===== src/rtl/wiper_pkg.sv =====
package wiper_pkg;
  localparam int OP_W = 3;

  typedef enum logic [OP_W-1:0] {
    OP_IDLE    = 3'd0,
    OP_DR_WR   = 3'd1,
    OP_DR_LOAD = 3'd2,
    OP_WCR_WR  = 3'd3,
    OP_SAVE    = 3'd4
  } wiper_op_e;
endpackage


===== src/rtl/wiper_bank.sv =====
module wiper_bank #(
  parameter int W       = 8,
  parameter int NREG    = 4,
  parameter int RST_VAL = 128
) (
  input  logic                    clk,
  input  logic                    rst_n,
  input  logic                    wr_en,
  input  logic [$clog2(NREG)-1:0] wr_sel,
  input  logic [W-1:0]            wr_data,
  input  logic [$clog2(NREG)-1:0] ld_sel,
  output logic [W-1:0]            ld_data,
  input  logic [$clog2(NREG)-1:0] rd_sel,
  output logic [W-1:0]            rd_data,
  input  logic                    wp_n
);
  logic [NREG-1:0][W-1:0] regs_q;
  logic [NREG-1:0][W-1:0] regs_d;
  logic [NREG-1:0]        reg_ce;

  generate
    for (genvar g = 0; g < NREG; g++) begin : g_reg
      always_comb begin
        reg_ce[g] = wr_en && (wr_sel == g[$clog2(NREG)-1:0]);
        regs_d[g] = wr_data;
      end

      always_ff @(posedge clk or negedge rst_n) begin
        if (!rst_n)         regs_q[g] <= W'(RST_VAL);
        else if (reg_ce[g]) regs_q[g] <= regs_d[g];
      end
    end
  endgenerate

  assign ld_data = regs_q[ld_sel];
  assign rd_data = regs_q[rd_sel];


  bank_wp_hold_chk: assert property (@(posedge clk) disable iff (!rst_n)
    !wp_n |=> $stable(regs_q));
endmodule


===== src/rtl/wiper_counter.sv =====
module wiper_counter #(
  parameter int W       = 8,
  parameter int RST_VAL = 128
) (
  input  logic         clk,
  input  logic         rst_n,
  input  logic         wp_n,
  input  logic         load_en,
  input  logic [W-1:0] load_val,
  input  logic         step_en,
  input  logic         step_up,
  output logic         wcr_ce,
  output logic [W-1:0] wcr_d,
  output logic [W-1:0] wcr_q
);
  localparam logic [W-1:0] MAXV = {W{1'b1}};
  localparam logic [W-1:0] MINV = '0;

  always_comb begin
    wcr_ce = wp_n && (load_en || step_en);
    wcr_d  = wcr_q;
    if (load_en) begin
      wcr_d = load_val;
    end else if (step_en) begin
      if (step_up) begin
        if (wcr_q != MAXV) wcr_d = wcr_q + 1'b1;
      end else begin
        if (wcr_q != MINV) wcr_d = wcr_q - 1'b1;
      end
    end
  end

  always_ff @(posedge clk or negedge rst_n) begin
    if (!rst_n)      wcr_q <= W'(RST_VAL);
    else if (wcr_ce) wcr_q <= wcr_d;
  end


  step_up_chk: assert property (@(posedge clk) disable iff (!rst_n)
    (wp_n && step_en && step_up && !load_en && wcr_q != MAXV) |=> wcr_q == $past(wcr_q) + 1'b1);

  no_wrap_hi_chk: assert property (@(posedge clk) disable iff (!rst_n)
    (wp_n && step_en && step_up && !load_en && wcr_q == MAXV) |=> wcr_q == MAXV);

  no_wrap_lo_chk: assert property (@(posedge clk) disable iff (!rst_n)
    (wp_n && step_en && !step_up && !load_en && wcr_q == MINV) |=> wcr_q == MINV);

  wcr_wp_hold_chk: assert property (@(posedge clk) disable iff (!rst_n)
    !wp_n |=> $stable(wcr_q));
endmodule


===== src/rtl/wiper_tap_decode.sv =====
module wiper_tap_decode #(
  parameter int W       = 8,
  parameter int RST_VAL = 128
) (
  input  logic              clk,
  input  logic              rst_n,
  input  logic              ce,
  input  logic [W-1:0]      pos_d,
  output logic [2**W-1:0]   tap_q
);
  localparam int NTAP = 2**W;

  logic [NTAP-1:0] tap_d;

  generate
    for (genvar i = 0; i < NTAP; i++) begin : g_tap
      assign tap_d[i] = (pos_d == W'(i));

      always_ff @(posedge clk or negedge rst_n) begin
        if (!rst_n)  tap_q[i] <= (i == RST_VAL);
        else if (ce) tap_q[i] <= tap_d[i];
      end
    end
  endgenerate


  tap_onehot_chk: assert property (@(posedge clk) disable iff (!rst_n)
    $countones(tap_q) == 1);
endmodule


===== src/rtl/wiper_pos_ctrl.sv =====
module wiper_pos_ctrl #(
  parameter int W       = 8,
  parameter int NREG    = 4,
  parameter int RST_VAL = 128
) (
  input  logic                    clk,
  input  logic                    rst_n,
  input  logic                    wp_n,
  input  logic [2:0]              cmd_op,
  input  logic [$clog2(NREG)-1:0] cmd_sel,
  input  logic [W-1:0]            cmd_data,
  input  logic                    step_en,
  input  logic                    step_up,
  input  logic [$clog2(NREG)-1:0] rd_sel,
  output logic [W-1:0]            rd_data,
  output logic [W-1:0]            wiper_val,
  output logic [2**W-1:0]         tap_sel
);
  import wiper_pkg::*;

  logic [1:0]   rst_sync_q;
  logic         rst_int_n;
  wiper_op_e    op;
  logic         bank_we;
  logic [W-1:0] bank_wdata;
  logic [W-1:0] preset_val;
  logic         load_en;
  logic [W-1:0] load_val;
  logic         wcr_ce;
  logic [W-1:0] wcr_d;

  always_ff @(posedge clk or negedge rst_n) begin
    if (!rst_n) rst_sync_q <= 2'b00;
    else        rst_sync_q <= {rst_sync_q[0], 1'b1};
  end
  assign rst_int_n = rst_sync_q[1];

  always_comb begin
    op         = wiper_op_e'(cmd_op);
    bank_we    = wp_n && (op == OP_DR_WR || op == OP_SAVE);
    bank_wdata = (op == OP_SAVE) ? wiper_val : cmd_data;
    load_en    = (op == OP_DR_LOAD) || (op == OP_WCR_WR);
    load_val   = (op == OP_DR_LOAD) ? preset_val : cmd_data;
  end

  wiper_bank #(.W(W), .NREG(NREG), .RST_VAL(RST_VAL)) u_bank (
    .clk     (clk),
    .rst_n   (rst_int_n),
    .wr_en   (bank_we),
    .wr_sel  (cmd_sel),
    .wr_data (bank_wdata),
    .ld_sel  (cmd_sel),
    .ld_data (preset_val),
    .rd_sel  (rd_sel),
    .rd_data (rd_data),
    .wp_n    (wp_n)
  );

  wiper_counter #(.W(W), .RST_VAL(RST_VAL)) u_counter (
    .clk      (clk),
    .rst_n    (rst_int_n),
    .wp_n     (wp_n),
    .load_en  (load_en),
    .load_val (load_val),
    .step_en  (step_en),
    .step_up  (step_up),
    .wcr_ce   (wcr_ce),
    .wcr_d    (wcr_d),
    .wcr_q    (wiper_val)
  );

  wiper_tap_decode #(.W(W), .RST_VAL(RST_VAL)) u_decode (
    .clk   (clk),
    .rst_n (rst_int_n),
    .ce    (wcr_ce),
    .pos_d (wcr_d),
    .tap_q (tap_sel)
  );


  tap_match_chk: assert property (@(posedge clk) disable iff (!rst_int_n)
    tap_sel[wiper_val] == 1'b1);

  preset_load_chk: assert property (@(posedge clk) disable iff (!rst_int_n)
    (wp_n && op == OP_DR_LOAD) |=> wiper_val == $past(preset_val));

  direct_write_chk: assert property (@(posedge clk) disable iff (!rst_int_n)
    (wp_n && op == OP_WCR_WR) |=> wiper_val == $past(cmd_data));
endmodule


===== config.mk =====
export PLATFORM = sky130hd
export DESIGN_NAME = wiper_pos_ctrl
export DESIGN_NICKNAME = d
export VERILOG_FILES = /design/src/rtl/wiper_pkg.sv /design/src/rtl/wiper_bank.sv /design/src/rtl/wiper_counter.sv /design/src/rtl/wiper_tap_decode.sv /design/src/rtl/wiper_pos_ctrl.sv
export SDC_FILE = /design/constraint.sdc
export NUM_CORES = 1
export LEC_CHECK = 0
export ABC_AREA = 0
export ABC_CLOCK_PERIOD_IN_PS = 9900
export CORE_MARGIN = 4
export CORE_UTILIZATION = 60
export CTS_CLUSTER_SIZE = 24
export DETAILED_ROUTE_END_ITERATION = 6
export DONT_BUFFER_PORTS = 1
export PLACE_DENSITY = 0.78
export REMOVE_ABC_BUFFERS = 1
export SLEW_MARGIN = 20
export SYNTH_ARGS = -nofsm -noshare
export SYNTH_HDL_FRONTEND = slang
export SYNTH_SLANG_ARGS = --single-unit

===== constraint.sdc =====
create_clock -name clk -period 9.9 [get_ports clk]
set_input_delay 1.98 -clock clk [delete_from_list [all_inputs] [get_ports clk]]
set_output_delay 1.98 -clock clk [all_outputs]
set_load 0.02 [all_outputs]

== Word level (Yosys, flattened, before mapping) ==
Index checks and enable logic that the tools add are counted.

* Bits in registers: 298
* Input port bits: 20
* Output and inout bits: 272

* $lt $le $gt $ge: 2
* Muxes and demuxes: 11
* $add $sub $neg: 2
* Reductions and logical operators: 12
* Eq/ne operators: 263

{| class="wikitable"
|+ Operators by type and width
! kind !! number
|-
| $eq A8 B8 Y1 const B || 128
|-
| $eq A8 B7 Y1 const B || 64
|-
| $eq A8 B6 Y1 const B || 32
|-
| $eq A8 B5 Y1 const B || 16
|-
| $mux W8 || 9
|-
| $eq A8 B4 Y1 const B || 8
|-
| $bmux W8 S2 || 2
|-
| $eq A8 B3 Y1 const B || 4
|-
| $eq A8 B2 Y1 const B || 2
|-
| $add A8 B1 Y8 const B || 1
|-
| $eq A8 B1 Y1 const B || 1
|-
| $logic_not A8 Y1 || 1
|-
| $ne A8 B8 Y1 const B || 1
|-
| $reduce_bool A8 Y1 || 1
|-
| $sub A8 B1 Y8 const B || 1
|-
| $eq A3 B2 Y1 const B || 2
|-
| $logic_and A1 B1 Y1 || 6
|-
| $lt A2 B3 Y1 const B || 2
|-
| $eq A2 B2 Y1 const B || 2
|-
| $eq A3 B1 Y1 const B || 1
|-
| $eq A3 B3 Y1 const B || 1
|-
| $logic_or A1 B1 Y1 || 3
|-
| $eq A2 B1 Y1 const B || 1
|-
| $logic_not A2 Y1 || 1
|}

== Longest topological paths before layout ==
* Depth in word-level cells: 6
* Gate-level depth with buffers: 10
* Depth with buffers taken out: 8

== By module ==
From an unflattened synthesis, not the netlist that was laid out.

* Cells, all modules: 1,197
* Area, all modules: 14,342.5 µm²

{| class="wikitable"
|+ By module, submodules not included
! module !! sequential area each (µm²) !! area each (µm²) !! cells an instance !! times used
|-
| wiper_tap_decode || 6,407.4 || 11,287.1 || 933 || 1
|-
| wiper_bank || 805.8 || 1,595.3 || 88 || 1
|-
| wiper_counter || 201.4 || 1,163.6 || 152 || 1
|-
| wiper_pos_ctrl || 50.0 || 296.5 || 24 || 1
|}

== Worst setup path after synthesis ==
OpenSTA, ideal clock, no wires.

* Kind: input to output
* From: input port rd_sel[0]
* To: output port rd_data[0]
* Required time: 7.920 ns
* Stages: 2
* Path slack: 4.885 ns
* Path buffers: 1
* Arrival time: 3.035 ns
* Cells stage by stage: clkbuf_1 -> mux4_2

* Longest elaborated chain between the ends: 2

{| class="wikitable"
|+ Ends and longest elaborated chain
! element !! line !! RTL
|-
| start: declaration || wiper_pos_ctrl.sv:14 || <nowiki>input logic [$clog2(NREG)-1:0] rd_sel,</nowiki>
|-
| $bmux W8 S2 || wiper_bank.sv:36 || <nowiki>assign rd_data = regs_q[rd_sel];</nowiki>
|-
| $mux W8 (implied by the code) || wiper_bank.sv:36 ||
|-
| end: declaration || wiper_pos_ctrl.sv:15 || <nowiki>output logic [W-1:0] rd_data,</nowiki>
|}

Every way passes these cells. The select of a mux whose other input is x is not followed.

== Final worst setup path ==
Same ends and word-level chain as after synthesis.

==> impl_metrics.json <==
{
  "drc_errors": 0,
  "cts_made_buffers": 29,
  "clock_path_buffers": 3,
  "placed_cell_area_um2": 13640,
  "dieArea_um2": 25020,
  "worst-path-buf-inv": 0,
  "layout_commonest_cell": "dfrtp_1",
  "crit_path_start_kind": "primary input",
  "synth_async_sr_flop_share": 1.000,
  "outcome": "finished, final reports clean",
  "cts_resized": 0,
  "rows": 54,
  "crit_chain": "mux4_2",
  "tritoncts": "done",
  "fin_util": 0.6611,
  "via_per_inst": 6.872,
  "path_class": "in -> out",
  "maxCapViolCount": 0,
  "hold_path.class": "reg -> reg",
  "max_slew_margin": 0.2920,
  "post-route-period-util": 0.4594,
  "path_max_fanout": 8,
  "grt_pass1_wl_um": 53790,
  "grt_max_degree": 194,
  "htreeDepth": 1,
  "top_level_ports": 292,
  "drive_gt1_frac": 0.1766,
  "grt_pass1_vias": 8990,
  "grt_setup_unrepaired": "no",
  "first_pass_iters": 7,
  "die_w_um": 158.2,
  "routabilityCongestion": 0.8749,
  "antenna_found_initial": 0,
  "ir_drop_v": 0.0001628,
  "path_clk_slew_ns": 0.06,
  "syn_area_per_cell_um2": 12.77,
  "grt-ovfl-total": 0,
  "crit_family": "multiplexers",
  "ys.flop_type": "dfrtp_1",
  "regToRegSetupSlack_ns": 5.93,
  "vias": 9043,
  "p_per_area_nw_per_um2": 207.5,
  "fin_area_um2": 14560,
  "numClockSinks": 298,
  "cp_slowest_cell": "mux4_2",
  "mappedNetlistArea_um2": 13530,
  "fmax_mhz": 219.9,
  "holdBufCountCts": 0,
  "num_antenna_cells": 0,
  "setup_viol": 0,
  "most-common-layout-cells": "dfrtp_1, nand2_1, a22o_1",
  "die_y_um": 158.2,
  "end_kind": "primary output",
  "synth_seq_cells": 298,
  "drt-initial-drc-count": 787,
  "hold_viol_final": 0,
  "grtUsageTotal": 0.2712,
  "cp_slowest_stage_delay_ns": 0.58,
  "clock_skew_ns": 0.01798,
  "final_nets": 1039,
  "arrival_ns": 2.57,
  "coreArea_um2": 22030,
  "port_buffers": 0,
  "synthToLayoutAreaGrowth_pct": 7.590,
  "routedWlPerCell_um": 26.59,
  "initial_core_util": 0.6145,
  "p_leak_uw": 0.006043,
  "fin_crit_ns": 4.548,
  "worstPathRequired_ns": 7.92,
  "slew_violations": 0,
  "yosysSeqAreaShare": 0.5515,
  "wirelength_um": 34990,
  "root_buffer": "clkbuf_16",
  "yosysWarnings": 0,
  "worst_pin_slew_ns": 1.062,
  "clk_latency_ns": 0.54,
  "postRouteAntennaNets": 0,
  "place_hpwl_um": 22090,
  "syn_inst": 1060,
  "synth_edf_count": 0,
  "post_cts_buffers": 0,
  "synthDistinctLibCells": 73
}
[registers in the layout, indices dropped and copies added, names as in the netlist]
register and count:
u_decode.tap_q 256, u_bank.regs_q 32, u_counter.wcr_q 8, rst_sync_q 2
[routing by layer]
layer / part of all wire / GRT usage / vias to the layer above
met5: 0 / 0 / -
met1: 0.40 / 0.3707 / 4609
met3: 0.11 / 0.07900 / 51
li1: - / - / 3935
met2: 0.48 / 0.4335 / 448
met4: 0.021 / 0.06621 / 0
[Yosys cell counts (3+ instances only)]
cell type    n  area [um2]
a2111oi_4   23       633.1
a21oi_1     34       170.2
a22o_1     128        1121
and3_1       4       25.02
buf_1       20       75.07
buf_2        8       40.04
buf_4       10       75.07
buf_6        4       45.04
clkbuf_1    55       206.5
dfrtp_1    292        7307
dfstp_2      6       157.7
ha_1         3       37.54
inv_1        6       22.52
mux2i_1     13       130.1
mux4_2      16       360.4
nand2_1    152       570.6
nand2b_1     3       18.77
nand3_1     11       55.05
nand4_1      4       25.02
nor2_1      33       123.9
nor3_1       4       20.02
nor3b_1      3       22.52
o2111ai_4   16       420.4
o21ai_0     22       110.1
o31ai_1     97       728.2
o31ai_2     32       400.4
or3_1        4       25.02
[path summary, 6_finish.rpt]
path,start,to,cells after the start
worst max-delay path,rd_sel[0],rd_data[0],1
worst min-delay path,rst_sync_q[0]$_DFF_PN0_,rst_sync_q[1]$_DFF_PN0_,0
worst max register to register,u_counter.wcr_q[0]$_DFFE_PN0P_,u_decode.tap_q[176]$_DFFE_PN0P_,8
worst min register to register,rst_sync_q[0]$_DFF_PN0_,rst_sync_q[1]$_DFF_PN0_,0
max in group asynchronous,rst_sync_q[1]$_DFF_PN0_,u_decode.tap_q[37]$_DFFE_PN0P_,2
min in group asynchronous,rst_sync_q[1]$_DFF_PN0_,u_bank.regs_q[26]$_DFFE_PN0P_,0
[through the flow]
step	setup slack, ns	hold slack [ns]	TNS (ns)	instances	total power, uW
3_3_place_gp	5.022	0.3439	0	1265	1966
4_1_cts	5.361	0.3548	0	1316	3026
2_1_floorplan	-3.623	0.3312	-860.64	961	1806
6_report	5.352	0.3521	0	1316	3021
5_1_grt	5.242	0.3685	0	1316	3137
3_5_place_dp	4.903	0.3355	0	1265	1979
[kinds of logic after synthesis]
kind of cell / share of synthesized area
compound gates: 0.2920
xor+xnor: 0.001294
fa+ha+maj: 0.002774
buf+inv: 0.03726
flops: 0.5515
mux: 0.03707
other cells: 0.0002771
simple gates: 0.07775
[where the power goes]
part / switching (uW) / internal, uW
clock network: 447 / 611
logic: 413 / 154
registers: 113 / 1280
total: 972 / 2050
[worst register-to-register path, stage by stage, from the launching register on]
cell	delay, ns
dfrtp_1	0.59
inv_1	0.24
ha_1	0.28
or4b_4	0.52
or3_4	0.41
a31oi_2	0.28
o32a_2	0.81
o2111ai_4	0.37
o31ai_1	0.36
[area by class of cell]
cell class	instances	area, um2
Clock buffer	47	853.3
Clock inverter	4	52.55
Fill cell	1588	7465
Inverter	6	22.52
Multi-Input combinational cell	657	5614
Sequential cell	298	7468
Tap cell	280	350.3
Timing Repair Buffer	24	200.2
Note: power is estimated with default switching activity, not from simulation.
